<file path="src/rtl/sdrw_pkg.sv">
package sdrw_pkg;
   localparam int unsigned LOG2_OSR_MIN = 5;
   localparam int unsigned BITS_PER_OCT = 3;

   function automatic int unsigned res_width(input int unsigned code);
      return BITS_PER_OCT * (LOG2_OSR_MIN + code);
   endfunction
endpackage

</file>
<file path="src/rtl/sdrw_capture.sv">
module sdrw_capture #(
   parameter int unsigned RES_W = 30
) (
   input  logic             clk,
   input  logic             rst_n,
   input  logic             vld,
   input  logic [RES_W-1:0] din,
   output logic [RES_W-1:0] q
);
   always_ff @(posedge clk) begin
      if (!rst_n)   q <= '0;
      else if (vld) q <= din;
   end

   a_r2_hold_without_strobe: assert property (@(posedge clk) disable iff (!rst_n)
      !vld |=> $stable(q));
   a_r2_load_on_strobe: assert property (@(posedge clk) disable iff (!rst_n)
      vld |=> q == $past(din));
endmodule

</file>
<file path="src/rtl/sdrw_ctl.sv">
module sdrw_ctl (
   input  logic clk,
   input  logic rst_n,
   input  logic we,
   input  logic w_acc,
   input  logic w_tog,
   input  logic rd_en,
   output logic acc
);
   logic tog;

   always_ff @(posedge clk) begin
      if (!rst_n) begin
         acc <= 1'b0;
         tog <= 1'b0;
      end else if (we) begin
         acc <= w_acc;
         tog <= w_tog;
      end else if (rd_en && tog) begin
         acc <= ~acc;
      end
   end

   a_r8_flip_on_read: assert property (@(posedge clk) disable iff (!rst_n)
      (rd_en && !we && tog) |=> acc != $past(acc));
   a_r11_hold_when_idle: assert property (@(posedge clk) disable iff (!rst_n)
      (!we && !(rd_en && tog)) |=> $stable(acc));
   a_r9_write_loads: assert property (@(posedge clk) disable iff (!rst_n)
      we |=> acc == $past(w_acc));
endmodule

</file>
<file path="src/rtl/sdrw_window.sv">
module sdrw_window
   import sdrw_pkg::*;
#(
   parameter int unsigned RES_W   = 30,
   parameter int unsigned BUS_W   = 16,
   parameter int unsigned BYTE_W  = 8,
   parameter int unsigned N_CODES = 6,
   localparam int unsigned CODE_W = $clog2(N_CODES + 1),
   localparam int unsigned PAD    = 2,
   localparam int unsigned EXT_W  = RES_W + PAD
) (
   input  logic [RES_W-1:0]  res,
   input  logic [CODE_W-1:0] code,
   input  logic              uni,
   input  logic              acc,
   input  logic              byte_rd,
   output logic [BUS_W-1:0]  sel
);
   if (res_width(N_CODES - 1) != RES_W) begin : g_bad_width
      $error("RES_W must equal the widest filter output");
   end
   if (res_width(0) + PAD < BUS_W + 1) begin : g_bad_min
      $error("smallest filter output too narrow for the slice");
   end
   if (BYTE_W > BUS_W) begin : g_bad_byte
      $error("byte wider than bus");
   end

   logic [EXT_W-1:0] ext;
   logic [BUS_W-1:0] bip_win [N_CODES];
   logic [BUS_W-1:0] uni_win [N_CODES];

   assign ext = {res, {PAD{1'b0}}};

   for (genvar c = 0; c < N_CODES; c++) begin : g_code
      localparam int unsigned W    = res_width(c);
      localparam int unsigned LO_B = W + PAD - BUS_W;
      localparam int unsigned LO_U = LO_B - 1;
      assign bip_win[c] = ext[LO_B +: BUS_W];
      assign uni_win[c] = ext[LO_U +: BUS_W];
   end

   logic [CODE_W-1:0] code_eff;
   always_comb begin
      code_eff = (code > CODE_W'(N_CODES - 1)) ? CODE_W'(N_CODES - 1) : code;
      if (byte_rd)  sel = {{(BUS_W-BYTE_W){1'b0}}, res[BYTE_W-1:0]};
      else if (acc) sel = res[BUS_W-1:0];
      else if (uni) sel = uni_win[code_eff];
      else          sel = bip_win[code_eff];
   end
endmodule

</file>
<file path="src/rtl/sd_result_window.sv">
module sd_result_window #(
   parameter int unsigned RES_W   = 30,
   parameter int unsigned BUS_W   = 16,
   parameter int unsigned BYTE_W  = 8,
   parameter int unsigned N_CODES = 6,
   localparam int unsigned CODE_W = $clog2(N_CODES + 1)
) (
   input  logic              clk,
   input  logic              rst_n,
   input  logic              res_valid,
   input  logic [RES_W-1:0]  res_data,
   input  logic [CODE_W-1:0] osr_code,
   input  logic              unipolar,
   input  logic              ctl_we,
   input  logic              ctl_lsb_acc,
   input  logic              ctl_auto_tog,
   input  logic              rd_en,
   input  logic              rd_byte,
   output logic [BUS_W-1:0]  rd_data,
   output logic              lsb_acc
);
   logic [RES_W-1:0] cap;
   logic [BUS_W-1:0] sel;

   sdrw_capture #(.RES_W(RES_W)) u_cap (
      .clk(clk), .rst_n(rst_n), .vld(res_valid), .din(res_data), .q(cap));

   sdrw_ctl u_ctl (
      .clk(clk), .rst_n(rst_n), .we(ctl_we), .w_acc(ctl_lsb_acc),
      .w_tog(ctl_auto_tog), .rd_en(rd_en), .acc(lsb_acc));

   sdrw_window #(.RES_W(RES_W), .BUS_W(BUS_W), .BYTE_W(BYTE_W), .N_CODES(N_CODES)) u_win (
      .res(cap), .code(osr_code), .uni(unipolar), .acc(lsb_acc),
      .byte_rd(rd_byte), .sel(sel));

   always_ff @(posedge clk) begin
      if (!rst_n)     rd_data <= '0;
      else if (rd_en) rd_data <= sel;
   end

   a_r7_byte_upper_zero: assert property (@(posedge clk) disable iff (!rst_n)
      (rd_en && rd_byte) |=> rd_data[BUS_W-1:BYTE_W] == '0);
   a_r6_low_word: assert property (@(posedge clk) disable iff (!rst_n)
      (rd_en && !rd_byte && lsb_acc) |=> rd_data == $past(cap[BUS_W-1:0]));
   a_r1_data_holds: assert property (@(posedge clk) disable iff (!rst_n)
      !rd_en |=> $stable(rd_data));
endmodule

</file>
<file path="config.mk">
export PLATFORM = sky130hd
export DESIGN_NAME = sd_result_window
export DESIGN_NICKNAME = d
export VERILOG_FILES = /design/src/rtl/sdrw_pkg.sv /design/src/rtl/sdrw_capture.sv /design/src/rtl/sdrw_ctl.sv /design/src/rtl/sdrw_window.sv /design/src/rtl/sd_result_window.sv
export SDC_FILE = /design/constraint.sdc
export NUM_CORES = 1
export LEC_CHECK = 0
export CORE_MARGIN = 2
export CORE_UTILIZATION = 31
export CTS_CLUSTER_DIAMETER = 30
export DETAILED_ROUTE_END_ITERATION = 8
export PLACE_DENSITY_LB_ADDON = 0.12
export SETUP_SLACK_MARGIN = 0.4
export SLEW_MARGIN = 30
export SYNTH_ARGS = -nofsm -noshare
export SYNTH_HDL_FRONTEND = slang
export SYNTH_SLANG_ARGS = --single-unit
</file>
<file path="constraint.sdc">
create_clock -name clk -period 2.2 [get_ports clk]
set_input_delay 0.44 -clock clk [delete_from_list [all_inputs] [get_ports clk]]
set_output_delay 0.44 -clock clk [all_outputs]
set_load 0.02 [all_outputs]
</file>
==> impl_metrics.json, run 1 <==
{
  "status": "completed",
  "ys_seq_area_share_pct": 30.84,
  "synth.net_count": 369,
  "ir_worst_vdd_uv": 284.9,
  "grt-ovfl-total": 0,
  "die_height_um": 104.3,
  "core-area_um2": 9774,
  "dp.cells": 523,
  "cts_tree": "built",
  "holdWs_ns": 0.5246,
  "setup_viol_count_final": 0,
  "final_cell_count_no_fill": 533,
  "critical-path-max-stage-delay_ns": 0.62,
  "arrival_ns": 1.30,
  "timing_hold_violations_final": 0,
  "grt_pass1_vias": 2639,
  "cp_max_fo": 3,
  "die_w_um": 104.3,
  "cts_max_path_buffers": 2,
  "min_period_ns": 1.739,
  "cpMaxStageDelayCell": "clkdlybuf4s50_1",
  "r2r_slack_ns": 0.49,
  "slew_viol_final": 0,
  "nets": 441,
  "gp_congestion": 0.8661,
  "layout_common_cells": "clkdlybuf4s50_1, dfxtp_1, mux2i_1",
  "wl_per_cell_um": 16.63,
  "skew_ns": 0.005188,
  "drc": 0,
  "worstPathRequired_ns": 1.76,
  "fmax_mhz": 574.9,
  "cts_buffers": 5,
  "cp-end-kind": "output pin",
  "grtUsageTotal_pct": 16.38,
  "synth_cells": 327,
  "synth_edf_count": 0,
  "slew_headroom_pct": 67.11,
  "cp_cell_sequence": "clkdlybuf4s50_1",
  "worstSetupStartpointType": "register",
  "syn2layout_area_growth_pct": 33.33,
  "avgSynthCellArea_um2": 9.527,
  "worstHoldPathType": "reg2reg",
  "grt_start_max_net_pins": 26,
  "crit_start": "rd_data[2]",
  "synth_cell_types": 52,
  "portBuffers": 58,
  "regToRegEndpoint": "rd_data[12]",
  "vias": 2737,
  "synth.cell_area_um2": 3115,
  "fillers": 1002,
  "synth_ff_type": "dfxtp_1",
  "power_density_nw_per_um2": 523.1,
  "rsz0062_at_grt": "false",
  "antenna_cells": 0,
  "hpwl_um": 6666,
  "hold_buffers": 0,
  "crit_type": "reg2out",
  "die_area_um2": 10870,
  "period_share_pct": 79.06,
  "clk_pin_slew_ns": 0.09,
  "antenna_found_initial": 0,
  "rows": 36,
  "postRouteAntennaNets": 0,
  "final_common_cell": "clkdlybuf4s50_1",
  "cp-endpoint": "rd_data[2]",
  "cap_violations": 0,
  "start_util_pct": 31.87,
  "worst-r2r-cell-count": 4,
  "worstPathBufferInverterCount": 1,
  "async_flop_share_pct": 0,
  "layout-drive-gt1-share_pct": 16.25,
  "wl_um": 8862,
  "cts_max_level": 2,
  "clock-sinks": 48,
  "vias_per_cell": 5.135,
  "synth-seq-cells": 48,
  "p_leak_nw": 1.666,
  "ctsRootBufferMaster": "clkbuf_8",
  "r2r_start": "u_cap.q[11]",
  "grt_pass1_wl_um": 14150,
  "clk_latency_ns": 0.30,
  "io_pins": 59,
  "drt_pass1_iterations": 4,
  "path_delay_family": "buffers and inverters",
  "drt_iter0_markers": 205,
  "yosysWarnings": 0,
  "path_depth": 1,
  "tightest_slew_ns": 0.4933
}
-- sequential cells by signal (all words and copies together), names as in the netlist --
name	flops
u_ctl.tog	1
u_ctl.acc	1
rd_data	16
u_cap.q	30
-- cell type report --
class | instances | area, µm² | share of cell area [%]
clock inverter | 2 | 35.03 | 0.8434
inverter | 10 | 38.79 | 0.9337
multi-input combinational | 243 | 1994 | 48.01
timing repair buffer | 91 | 884.6 | 21.30
clock buffer | 6 | 72.57 | 1.747
tap | 133 | 166.4 | 4.006
sequential | 48 | 962.2 | 23.16
-- power breakdown --
group / leakage [nW] / internal, W / switching, W
logic: 1.22 / 0.000302 / 0.000237
registers: 0.396 / 0.000921 / 0.0000611
clock network: 0.0552 / 0.000338 / 0.000314
-- metrics by stage --
stage / area, µm² / TNS, ns / total power, W / util, % / setup WS (ns)
3_5_place_dp: 4008 / -2.091 / 0.001536 / 41.00 / -0.2227
5_1_grt: 4154 / 0 / 0.002279 / 42.50 / 0.4043
2_1_floorplan: 3137 / 0 / 0.001299 / - / 0.3852
3_3_place_gp: 4008 / -1.948 / 0.001535 / 41.00 / -0.1996
6_report: 4154 / 0 / 0.002173 / 42.50 / 0.4607
4_1_cts: 4154 / 0 / 0.002200 / 42.50 / 0.4085
-- what timing repair did --
item | CTS | global route
setup endpoints to repair | 16 | 11
setup buffers | 2 | 0
pin swaps | 1 | 1
gates resized for setup | 11 | 4
-- worst min-delay path by stage --
| stage | cells after the start | endpoint | from | slack [ns] |
|---|---|---|---|---|
| 5_1_grt | 2 | u_cap.q[29] | u_cap.q[29] | 0.55 |
| 3_5_place_dp | 2 | u_cap.q[27] | u_cap.q[27] | 0.50 |
| 6_report | 2 | u_cap.q[27] | u_cap.q[27] | 0.52 |
| 3_3_place_gp | 2 | u_cap.q[27] | u_cap.q[27] | 0.50 |
| 4_1_cts | 2 | u_cap.q[27] | u_cap.q[27] | 0.53 |
| 2_1_floorplan | 2 | u_cap.q[27] | u_cap.q[27] | 0.48 |
-- metal layers --
metal / part of all wire (%) / wire, µm / global-route usage [%]
met5: 0 / 0 / 0
met4: 1.6 / 143 / 4.826
met3: 6.1 / 545 / 3.822
met2: 43 / 3817 / 24.77
met1: 49 / 4356 / 23.18
-- logic make-up (layout without fill, tap and decap cells) --
group                  after synthesis  after routing  share of synthesized area, %
AO/OA/AOI/OAI                       78             78                         17.79
AND/OR/NAND/NOR                    100            100                         18.11
buffers and inverters               36            109                         5.863
XOR/XNOR                             1              1                        0.2812
multiplexers                        64             64                         27.11
flip-flops                          48             48                         30.84
-- synth_stat cells, types with 5 or more instances --
cell type   n  area, µm²
dfxtp_1    48      960.9
mux2i_1    45      450.4
nor2b_1    42      262.8
o21ai_0    19      95.09
clkbuf_1   17      63.81
nor2_1     16      60.06
a21oi_1    14      70.07
nand2_1    13      48.80
inv_1       9      33.78
a211o_1     8      70.07
and2_1      8      50.05
mux4_2      8      180.2
o21a_1      7      52.55
a211oi_1    6      45.04
mux4_1      6      157.7
mux2_2      5      56.30
nand3_1     5      25.02
Note: power is estimated with default switching activity, not from simulation.
==> run 2, diff against run 1 <==
==> constraint.sdc (replaced) <==
create_clock -name clk -period 1.8 [get_ports clk]
set_input_delay 0.36 -clock clk [delete_from_list [all_inputs] [get_ports clk]]
set_output_delay 0.36 -clock clk [all_outputs]
set_load 0.02 [all_outputs]
==> run 2 against run 1 <==
Routed wire length grew 12%. Register-to-register slack got worse by 0.24 ns. Global-route usage increased by 2.3 points. Hold slack gained 0.0063 ns. Worst setup slack lost 0.24 ns.
==> impl_metrics.json, run 2 (synthesis gave the netlist of run 1 again) <==
{
  "timing_hold_violations_final": 0,
  "tightest_slew_ns": 0.3642,
  "io_pins": 59,
  "ctsRootBufferMaster": "clkbuf_8",
  "worstSetupStartpointType": "primary input",
  "cts_max_level": 2,
  "cp-end-kind": "register",
  "hpwl_um": 6948,
  "regMostFlops": "u_cap.q",
  "worstPathRequired_ns": 2.00,
  "die_w_um": 104.3,
  "period_share_pct": 87.96,
  "postRouteAntennaNets": 0,
  "rows": 36,
  "largest_register_ffs": 30,
  "dp.cells": 544,
  "die_area_um2": 10870,
  "p_leak_nw": 2.027,
  "start_util_pct": 31.87,
  "grtUsageTotal_pct": 18.67,
  "syn2layout_area_growth_pct": 53.98,
  "clk_latency_ns": 0.32,
  "grt_pass1_wl_um": 16280,
  "top_regs": "u_cap.q x30, rd_data x16",
  "cts_tree": "built",
  "drc": 0,
  "skew_ns": 0.01088,
  "gp_congestion": 0.8317,
  "setup_viol_count_final": 0,
  "worst-r2r-cell-count": 4,
  "worstHoldPathType": "reg2reg",
  "nets": 491,
  "ir_worst_vdd_uv": 336.8,
  "vias": 2981,
  "slew_headroom_pct": 75.34,
  "cts_max_path_buffers": 2,
  "arrival_ns": 1.79,
  "grt_start_max_net_pins": 31,
  "grt_pass1_vias": 3059,
  "crit_type": "in2reg",
  "die_height_um": 104.3,
  "antenna_found_initial": 0,
  "final_common_cell": "buf_4",
  "cap_violations": 0,
  "wl_um": 9946,
  "vias_per_cell": 5.113,
  "drt_iter0_markers": 171,
  "cts_buffers": 5,
  "portBuffers": 58,
  "antenna_cells": 0,
  "core-area_um2": 9774,
  "min_period_ns": 1.583,
  "hold_depth": 2,
  "wl_per_cell_um": 17.06,
  "clk_pin_slew_ns": 0.10,
  "power_density_nw_per_um2": 573.4,
  "layout-drive-gt1-share_pct": 36.67,
  "layout_common_cells": "buf_4, mux2i_1, nor2b_1",
  "status": "completed",
  "drt_pass1_iterations": 5,
  "fmax_mhz": 631.6,
  "grt-ovfl-total": 0,
  "slew_viol_final": 0,
  "clock-sinks": 48,
  "cp_max_fo": 7,
  "hold_buffers": 0,
  "fin_total_pwr_w": 0.002751,
  "final_cell_count_no_fill": 583,
  "rsz0062_at_grt": "true"
}
[run 2: path summary, 6_finish.rpt]
path / to / start / slack [ns]
max: rd_data[6] / osr_code[0] / 0.22
min: u_cap.q[29] / u_cap.q[29] / 0.53
max reg2reg: rd_data[3] / u_cap.q[11] / 0.25
min reg2reg: u_cap.q[29] / u_cap.q[29] / 0.53
[run 2: power by group]
| group | internal, W | leakage (nW) | total (W) | switching, W |
|---|---|---|---|---|
| registers | 0.00112 | 0.401 | 0.00119 | 0.0000652 |
| logic | 0.000476 | 1.57 | 0.000842 | 0.000366 |
| clock network | 0.000315 | 0.0516 | 0.000720 | 0.000405 |
[run 2: metrics by stage]
stage                     worst slack (ns)  setup TNS, ns  utilization [%]  hold WS, ns  area [µm²]
final                               0.2167              0            49.08       0.5309        4797
after global routing                0.1708              0            49.08       0.5516        4797
after CTS                           0.1918              0            48.12       0.5337        4703
after detailed placement           -0.5123         -7.151            42.83       0.5089        4187
after global placement             -0.5302         -7.296            42.83       0.5062        4187
after floorplan                    0.06520              0                -       0.4757        3147
[run 2: worst max-delay path: stages]
cell and delay (ns):
buf_12 0.10, buf_12 0.13, buf_12 0.12, nor2_4 0.17
buf_6 0.13, buf_6 0.09, mux2i_1 0.17, a222oi_1 0.10
buf_4 0.16, a211o_1 0.24
[run 2: metal layers]
| layer | vias up | part of all wire (%) | track usage [%] |
|---|---|---|---|
| met5 | - | 0 | 0 |
| met4 | 0 | 1.8 | 5.985 |
| met3 | 17 | 5.1 | 3.195 |
| met2 | 104 | 46 | 30.50 |
| met1 | 1421 | 47 | 25.09 |
| li1 | 1439 | - | - |
[run 2: cell type report]
class | count | area [µm²]
Multi-Input combinational cell | 243 | 2167
Sequential cell | 48 | 989.7
Fill cell | 960 | 4977
Timing Repair Buffer | 141 | 1335
Clock buffer | 6 | 82.58
Inverter | 10 | 42.54
Clock inverter | 2 | 13.76
Tap cell | 133 | 166.4
[run 2: repair_timing]
item,4_1_cts,5_1_grt
buffers inserted,26,4
endpoints found under the hold margin,0,0
pin swaps,24,16
endpoints found under the setup margin,33,18
cloned,1,0
gates resized for setup,99,20
